===== config.mk =====
export PLATFORM = sky130hd
export DESIGN_NAME = acc_alu
export DESIGN_NICKNAME = d
export VERILOG_FILES = /design/src/rtl/acc_alu_pkg.sv /design/src/rtl/acc_alu_adder.sv /design/src/rtl/acc_alu_logic.sv /design/src/rtl/acc_alu_shift.sv /design/src/rtl/acc_alu.sv
export SDC_FILE = /design/constraint.sdc
export NUM_CORES = 1
export LEC_CHECK = 0
export BUFFER_PORTS_ARGS = -buffer_cell sky130_fd_sc_hd__buf_2
export CAP_MARGIN = 15
export CORE_MARGIN = 2
export CORE_UTILIZATION = 40
export DETAILED_ROUTE_END_ITERATION = 8
export GPL_TIMING_DRIVEN = 0
export PLACE_DENSITY_LB_ADDON = 0.15
export SETUP_SLACK_MARGIN = 0.2
export SYNTH_ARGS = -nofsm -noshare
export SYNTH_HDL_FRONTEND = slang
export SYNTH_HIERARCHICAL = 1
export SYNTH_SLANG_ARGS = --single-unit

===== constraint.sdc =====
create_clock -name vclk -period 6.9
set_clock_uncertainty 0.05 [all_clocks]
set_input_delay 1.38 -clock vclk [all_inputs]
set_output_delay 1.38 -clock vclk [all_outputs]
set_load 0.005 [all_outputs]

===== src/rtl/acc_alu_pkg.sv =====
package acc_alu_pkg;
   localparam int OP_W = 4;
   typedef enum logic [OP_W-1:0] {
      OP_ADD = 4'd0,
      OP_SUB = 4'd1,
      OP_AND = 4'd2,
      OP_OR  = 4'd3,
      OP_XOR = 4'd4,
      OP_SHL = 4'd5,
      OP_SHR = 4'd6,
      OP_ROL = 4'd7,
      OP_ROR = 4'd8,
      OP_INC = 4'd9,
      OP_DEC = 4'd10,
      OP_CMP = 4'd11,
      OP_BIT = 4'd12
   } alu_op_e;
endpackage


===== src/rtl/acc_alu_adder.sv =====
module acc_alu_adder #(
   parameter int WIDTH      = 8,
   parameter bit RIPPLE_ADD = 1'b0
) (
   input  logic [WIDTH-1:0] x_i,
   input  logic [WIDTH-1:0] y_i,
   input  logic             cin_i,
   output logic [WIDTH-1:0] sum_o,
   output logic             cout_o,
   output logic             ovf_o
);
   if (RIPPLE_ADD) begin : g_ripple
      logic [WIDTH:0] chain;
      assign chain[0] = cin_i;
      for (genvar i = 0; i < WIDTH; i++) begin : g_bit
         assign sum_o[i]    = x_i[i] ^ y_i[i] ^ chain[i];
         assign chain[i+1]  = (x_i[i] & y_i[i]) | (chain[i] & (x_i[i] ^ y_i[i]));
      end
      assign cout_o = chain[WIDTH];
      assign ovf_o  = chain[WIDTH] ^ chain[WIDTH-1];
   end else begin : g_behav
      logic [WIDTH:0] full;
      assign full   = {1'b0, x_i} + {1'b0, y_i} + {{WIDTH{1'b0}}, cin_i};
      assign sum_o  = full[WIDTH-1:0];
      assign cout_o = full[WIDTH];
      assign ovf_o  = (x_i[WIDTH-1] == y_i[WIDTH-1]) && (full[WIDTH-1] != x_i[WIDTH-1]);
   end
endmodule


===== src/rtl/acc_alu_logic.sv =====
module acc_alu_logic
   import acc_alu_pkg::*;
#(
   parameter int WIDTH = 8
) (
   input  alu_op_e          op_i,
   input  logic [WIDTH-1:0] a_i,
   input  logic [WIDTH-1:0] m_i,
   output logic [WIDTH-1:0] res_o
);
   always_comb begin
      unique case (op_i)
         OP_OR:   res_o = a_i | m_i;
         OP_XOR:  res_o = a_i ^ m_i;
         default: res_o = a_i & m_i;
      endcase
   end
endmodule


===== src/rtl/acc_alu_shift.sv =====
module acc_alu_shift
   import acc_alu_pkg::*;
#(
   parameter int WIDTH = 8
) (
   input  alu_op_e          op_i,
   input  logic [WIDTH-1:0] m_i,
   input  logic             cin_i,
   output logic [WIDTH-1:0] res_o,
   output logic             cout_o
);
   logic fill;
   logic left;

   always_comb begin
      left = (op_i == OP_SHL) || (op_i == OP_ROL);
      fill = ((op_i == OP_ROL) || (op_i == OP_ROR)) ? cin_i : 1'b0;
      if (left) begin
         res_o  = {m_i[WIDTH-2:0], fill};
         cout_o = m_i[WIDTH-1];
      end else begin
         res_o  = {fill, m_i[WIDTH-1:1]};
         cout_o = m_i[0];
      end
   end
endmodule


===== src/rtl/acc_alu.sv =====
module acc_alu
   import acc_alu_pkg::*;
#(
   parameter int WIDTH      = 8,
   parameter bit RIPPLE_ADD = 1'b0
) (
   input  logic             [WIDTH-1:0] a_i,
   input  logic             [WIDTH-1:0] m_i,
   input  logic                         carry_i,
   input  logic                         ovf_i,
   input  logic                         decimal_i,
   input  logic             [OP_W-1:0]  op_i,
   output logic             [WIDTH-1:0] res_o,
   output logic                         carry_o,
   output logic                         ovf_o,
   output logic                         zero_o,
   output logic                         neg_o,
   output logic                         wr_o,
   output logic                         unsup_o
);
   localparam int MSB = WIDTH - 1;
   localparam logic [WIDTH-1:0] ONE = {{(WIDTH-1){1'b0}}, 1'b1};

   if (WIDTH < 3) begin : g_width_bad
      $error("acc_alu: WIDTH must be at least 3");
   end

   alu_op_e          op;
   logic [WIDTH-1:0] add_y;
   logic             add_cin;
   logic [WIDTH-1:0] add_sum;
   logic             add_c;
   logic             add_v;
   logic [WIDTH-1:0] log_r;
   logic [WIDTH-1:0] sh_r;
   logic             sh_c;
   logic             subtracting;

   assign op          = alu_op_e'(op_i);
   assign subtracting = (op == OP_SUB) || (op == OP_CMP);
   assign add_y       = subtracting ? ~m_i : m_i;
   assign add_cin     = (op == OP_CMP) ? 1'b1 : carry_i;

   acc_alu_adder #(.WIDTH(WIDTH), .RIPPLE_ADD(RIPPLE_ADD)) u_adder (
      .x_i    (a_i),
      .y_i    (add_y),
      .cin_i  (add_cin),
      .sum_o  (add_sum),
      .cout_o (add_c),
      .ovf_o  (add_v)
   );

   acc_alu_logic #(.WIDTH(WIDTH)) u_logic (
      .op_i  (op),
      .a_i   (a_i),
      .m_i   (m_i),
      .res_o (log_r)
   );

   acc_alu_shift #(.WIDTH(WIDTH)) u_shift (
      .op_i   (op),
      .m_i    (m_i),
      .cin_i  (carry_i),
      .res_o  (sh_r),
      .cout_o (sh_c)
   );

   always_comb begin
      res_o   = '0;
      carry_o = carry_i;
      ovf_o   = ovf_i;
      wr_o    = 1'b0;
      unsup_o = 1'b0;
      case (op)
         OP_ADD, OP_SUB: begin
            if (decimal_i) begin
               unsup_o = 1'b1;
            end else begin
               res_o   = add_sum;
               carry_o = add_c;
               ovf_o   = add_v;
               wr_o    = 1'b1;
            end
         end
         OP_CMP: begin
            res_o   = add_sum;
            carry_o = add_c;
         end
         OP_AND, OP_OR, OP_XOR: begin
            res_o = log_r;
            wr_o  = 1'b1;
         end
         OP_SHL, OP_SHR, OP_ROL, OP_ROR: begin
            res_o   = sh_r;
            carry_o = sh_c;
            wr_o    = 1'b1;
         end
         OP_INC: begin
            res_o = m_i + ONE;
            wr_o  = 1'b1;
         end
         OP_DEC: begin
            res_o = m_i - ONE;
            wr_o  = 1'b1;
         end
         OP_BIT: begin
            res_o = log_r;
            ovf_o = m_i[MSB-1];
         end
         default: ;
      endcase
      zero_o = (res_o == '0);
      neg_o  = (op == OP_BIT) ? m_i[MSB] : res_o[MSB];
   end
endmodule


# Word level (Yosys, flattened, before mapping)
# Index checks and enable logic that the tools add are counted.
# totals
ff_bits	0
latchBits	0
ram_bits	0
romBits	0
in_bits	23
elab_cells	49
mem_count	0
# op_classes
addsub	4
mul	0
div	0
magnitude_cmp	0
n_eq_ne	14
shift	0
n_mux	17
n_bitwise	4
reduce_logical	10
# ops
op	count
$pmux W8 S6	1
$mux W8	3
$eq A4 B4 Y1 const B	5
$eq A4 B3 Y1 const B	4
$pmux W8 S2	1
$add A8 B8 Y9	1
$add A9 B1 Y9	1
$mux W1	9
$reduce_or A9 Y1	1
$add A8 B1 Y8 const B	1
$and A8 B8 Y8	1
$eq A4 B2 Y1 const B	2
$logic_not A8 Y1	1
$not A8 Y8	1
$or A8 B8 Y8	1
$reduce_or A4 Y1	2
$sub A8 B1 Y8 const B	1
$xor A8 B8 Y8	1
$eq A4 B1 Y1 const B	1
$logic_not A4 Y1	1
$pmux W1 S2	2
$logic_or A1 B1 Y1	3
$pmux W1 S3	1
$reduce_or A2 Y1	1
3 further kinds	3

# Depth between registers and ports, before layout
# depth
depth_word	9
mapped_depth	14
ltp_nobuf	12

# By module
# The synthesis kept the hierarchy.
# by_module_without_submodules
mod	n_inst	cells_each	area_each_um2	seq_area_each_um2
acc_alu	1	151	1024.7	0.0
acc_alu_logic	1	53	425.4	0.0
acc_alu_adder	1	42	336.6	0.0
acc_alu_shift	1	15	136.4	0.0

# Least setup slack after synthesis
# OpenSTA, ideal clock, no wires.
# synth_timing
path_kind	in2out
from	input op_i[2]
to	output zero_o
t_arrival_ps	4550
path_slack_ps	920
stages	14
n_path_buf	3
cell_sequence	buf_6 -> clkbuf_1 -> nand3b_1 -> clkbuf_1 -> xnor2_1 -> fa_1 -> fa_1 -> a21oi_1 -> o211ai_1 -> a21oi_1 -> xnor2_1 -> a222oi_1 -> nand4_1 -> nor4_2
# synth_between
elab_chain_len	8
elab_cells_between_ends	29
classes_between	2 x add/sub; 12 x eq/ne; 7 x mux; 8 x reduce/logical
# synth_lines
element	line_no	rtl
start, declared	acc_alu.sv:12	input logic [OP_W-1:0] op_i,
$eq A4 B1 Y1 / $eq A4 B4 Y1 (equally long branches)	acc_alu.sv:40	assign subtracting = (op == OP_SUB) || (op == OP_CMP);
$logic_or A1 B1 Y1 (*)	acc_alu.sv:40	
$mux W8 (*)	acc_alu.sv:41	assign add_y = subtracting ? ~m_i : m_i;
via add_y[0]	acc_alu.sv:29	logic [WIDTH-1:0] add_y;
$add A8 B8 Y9 (*)	acc_alu_adder.sv:23	assign full = {1'b0, x_i} + {1'b0, y_i} + {{WIDTH{1'b0}}, cin_i};
$add A9 B1 Y9 (*)	acc_alu_adder.sv:23	
via add_sum[6]	acc_alu.sv:31	logic [WIDTH-1:0] add_sum;
$mux W8	acc_alu.sv:76	if (decimal_i) begin
$pmux W8 S6 (*)	acc_alu.sv:74	case (op)
$logic_not A8 Y1 (*)	acc_alu.sv:112	zero_o = (res_o == '0);
end, declared	acc_alu.sv:16	output logic zero_o,
# Mark *: on every way through the listed nets, which the timed path passes. The rest lies on a longest branch.

# Worst setup path after layout
# layout_timing
from	input op_i[1]
to	output zero_o
# Same word-level chain as after synthesis.

==> metrics <==
outcome finished clean; achievable clock frequency 156.8 MHz; met2 Use GR 35.24%; Syn. warnings 6; syn_area_per_cell 7.368 um2; final period utilization 92.43%; launch point of the worst hold path ovf_i; clock tree buffer count of the final layout 0; relative max-transition margin 40.87%; maximum number of pins on one net before global-route repair 20; count of nets left with antenna violations after detail routing 0; power dissipated by switching net loads 95.82 uW; static leakage 1.028 nW; share of total power in the clock network 0%; share of synthesized area occupied by flip-flops and latches 0%; time the worst path needs with I/O delays and setup 6.378 ns; number of instances in the synthesized netlist 261; global-route wire length before repair 9259 um; nets in the synthesized netlist 310; post-synth design cell area 0.001923 mm2; Die Height 73.34 um; met1 track demand over resource in global routing 33.47%; horizontal extent of the die 73.34 um; ratio of total power to cell area 78.76 mW/mm2; share of cells above drive strength 1 24.83%; DRC violations left 0; layout sequential cell count 0; count of endpoints failing setup in the final report 0; RSZ-0062 raised after global routing no; placed cell areas 0.002176 mm2; detail-routed net length per standard cell 16.67 um; worst-case setup margin in the final layout 0.5223 ns; max-slew violation count 0; Pwr Total 172.9 uW; Setup WS pre-CTS -0.1919 ns; crit-path max FO 11; number of diodes 0; via count of the first global-routing pass 1790; Unique masters post-synth 54; RD Place Congestion 0.8476; Sequential Area 0 um2; initial antenna violation count 0; nets@finish 349; IO Port Bufs 37; worst min-delay path class in2out; commonest cells after routing, fill and taps aside sky130_fd_sc_hd__buf_2, sky130_fd_sc_hd__inv_1, sky130_fd_sc_hd__ha_1; category of the critical setup timing path in2out; number of hold buffers added after CTS 0; Vias per Instance 5.932; data arrival time of the worst path 4.95 ns; fillers 492; iteration-0 DRC count of the detailed router 179; element type at the critical path start primary input; Global Route Usage Sum 22.01%; GR Util met3 0%; global route total overflow 0; IR Drop Worst-Case VDD 29.75 uV; layout overhead on the synthesized area 14.18%; critical path launch point op_i[1]; critical path endpoint category primary output; design area 0.002196 mm2; iteration count of the initial detailed-routing pass 6; initial core utilization 40.99%; post-detailed-routing wire length 5868 um; part of the total power dissipated in sequential elements 0%; Final HPWL DP 4520 um; Slew @ Worst Pin 0.8789 ns; number of hold violations in the final report 0; layer carrying the most global-route usage met2; Die Area 0.005378 mm2; I/O pins 37; number of placement rows 25; Net Sw Frac 55.41%; internal portion of total power 77.12 uW; required time of the critical path 5.47 ns; most common library cell in the layout ignoring fill and taps sky130_fd_sc_hd__buf_2; combinational cell fraction of total power 100.0%; area of the core 0.004692 mm2; via count of the routed design 2088; number of max-cap violations 0
[final timing paths]
kind | endpoint | slack [ns] | cells past startpoint
worst max-delay path | zero_o | 0.52 | 16
worst min-delay path | ovf_o | 3.00 | 4
[synthesized netlist by cell type (3+ instances only)]
library cell	instances	share of area, %
sky130_fd_sc_hd__a21o_1	3	1.2
sky130_fd_sc_hd__o21ai_0	15	3.9
sky130_fd_sc_hd__buf_2	7	1.8
sky130_fd_sc_hd__nor2_1	20	3.9
sky130_fd_sc_hd__a22o_1	5	2.3
sky130_fd_sc_hd__xnor2_1	17	7.7
sky130_fd_sc_hd__a222oi_1	4	2.1
sky130_fd_sc_hd__nand3b_1	4	1.6
sky130_fd_sc_hd__inv_1	26	5.1
sky130_fd_sc_hd__ha_1	24	16
sky130_fd_sc_hd__and2_1	3	0.98
sky130_fd_sc_hd__o21ai_1	3	0.78
sky130_fd_sc_hd__nor4_2	3	2.0
sky130_fd_sc_hd__mux2i_1	7	3.6
sky130_fd_sc_hd__mux2_2	11	6.4
sky130_fd_sc_hd__nor2b_1	4	1.3
sky130_fd_sc_hd__nor3_1	8	2.1
sky130_fd_sc_hd__a32oi_1	3	1.4
sky130_fd_sc_hd__a22oi_1	4	1.6
sky130_fd_sc_hd__a21oi_1	11	2.9
sky130_fd_sc_hd__nand4_1	5	1.6
sky130_fd_sc_hd__a221o_1	9	4.7
sky130_fd_sc_hd__xor2_1	4	1.8
sky130_fd_sc_hd__clkbuf_1	6	1.2
sky130_fd_sc_hd__nand2_1	17	3.3
[stage by stage]
stage               std cells  setup TNS [ns]  util [%]  hold WS [ns]
global placement          352         -0.2067     46.37         2.998
finish                    352               0     46.80         2.996
CTS                       351               0     46.32         3.000
floorplan                 261               0         -         2.807
global route              352               0     46.80         3.046
detailed placement        352         -0.1919     46.37         2.999
[per-layer routing]
layer,vias up,part of all wire (%)
met3,7,5.1
met5,-,0
met2,75,44
li1,1047,-
met4,0,1.4
met1,959,50
[layout make-up]
| cell class | count | area (um2) | area share, % |
|---|---|---|---|
| Multi-Input combinational cell | 220 | 1757 | 80.00 |
| Inverter | 26 | 97.59 | 4.444 |
| Tap cell | 54 | 67.56 | 3.077 |
| Buffer | 14 | 78.83 | 3.590 |
| Timing Repair Buffer | 38 | 195.2 | 8.889 |
[logic make-up after synthesis]
logic type,count (synthesis),share of synthesized area [%]
AND/OR/NAND/NOR,82,25.83
multiplexers,19,10.67
AO/OA/AOI/OAI,72,27.39
XOR/XNOR,21,9.564
buffers and inverters,41,8.848
adder cells (fa/ha/maj),26,17.70
[worst max-delay path, stage by stage]
cell and delay [ns]:
sky130_fd_sc_hd__buf_2 0.22, sky130_fd_sc_hd__buf_6 0.19, sky130_fd_sc_hd__xnor2_1 0.12, sky130_fd_sc_hd__nand3b_1 0.08
sky130_fd_sc_hd__buf_2 0.22, sky130_fd_sc_hd__xnor2_1 0.18, sky130_fd_sc_hd__fa_1 0.46, sky130_fd_sc_hd__fa_1 0.44
sky130_fd_sc_hd__a21oi_2 0.20, sky130_fd_sc_hd__o211ai_1 0.12, sky130_fd_sc_hd__a21oi_1 0.20, sky130_fd_sc_hd__xnor2_1 0.09
sky130_fd_sc_hd__a222oi_1 0.48, sky130_fd_sc_hd__nand4_1 0.16, sky130_fd_sc_hd__nor4_2 0.23, sky130_fd_sc_hd__buf_2 0.15
[power by group through the flow]
stage	clock, mW	combinational (mW)	sequential (mW)
after global routing	0	0.193	0
after detailed placement	0	0.169	0
after floorplan	0	0.116	0
after CTS	0	0.170	0
after global placement	0	0.168	0
final	0	0.173	0
[what timing repair did]
action / CTS / global route
gates resized for setup: 1 / 8
pin swaps: 0 / 1
setup buffers: 0 / 1
endpoints found under the setup margin: 2 / 1
gates cloned: 0 / 0
Power figures use the tool's default switching activity.
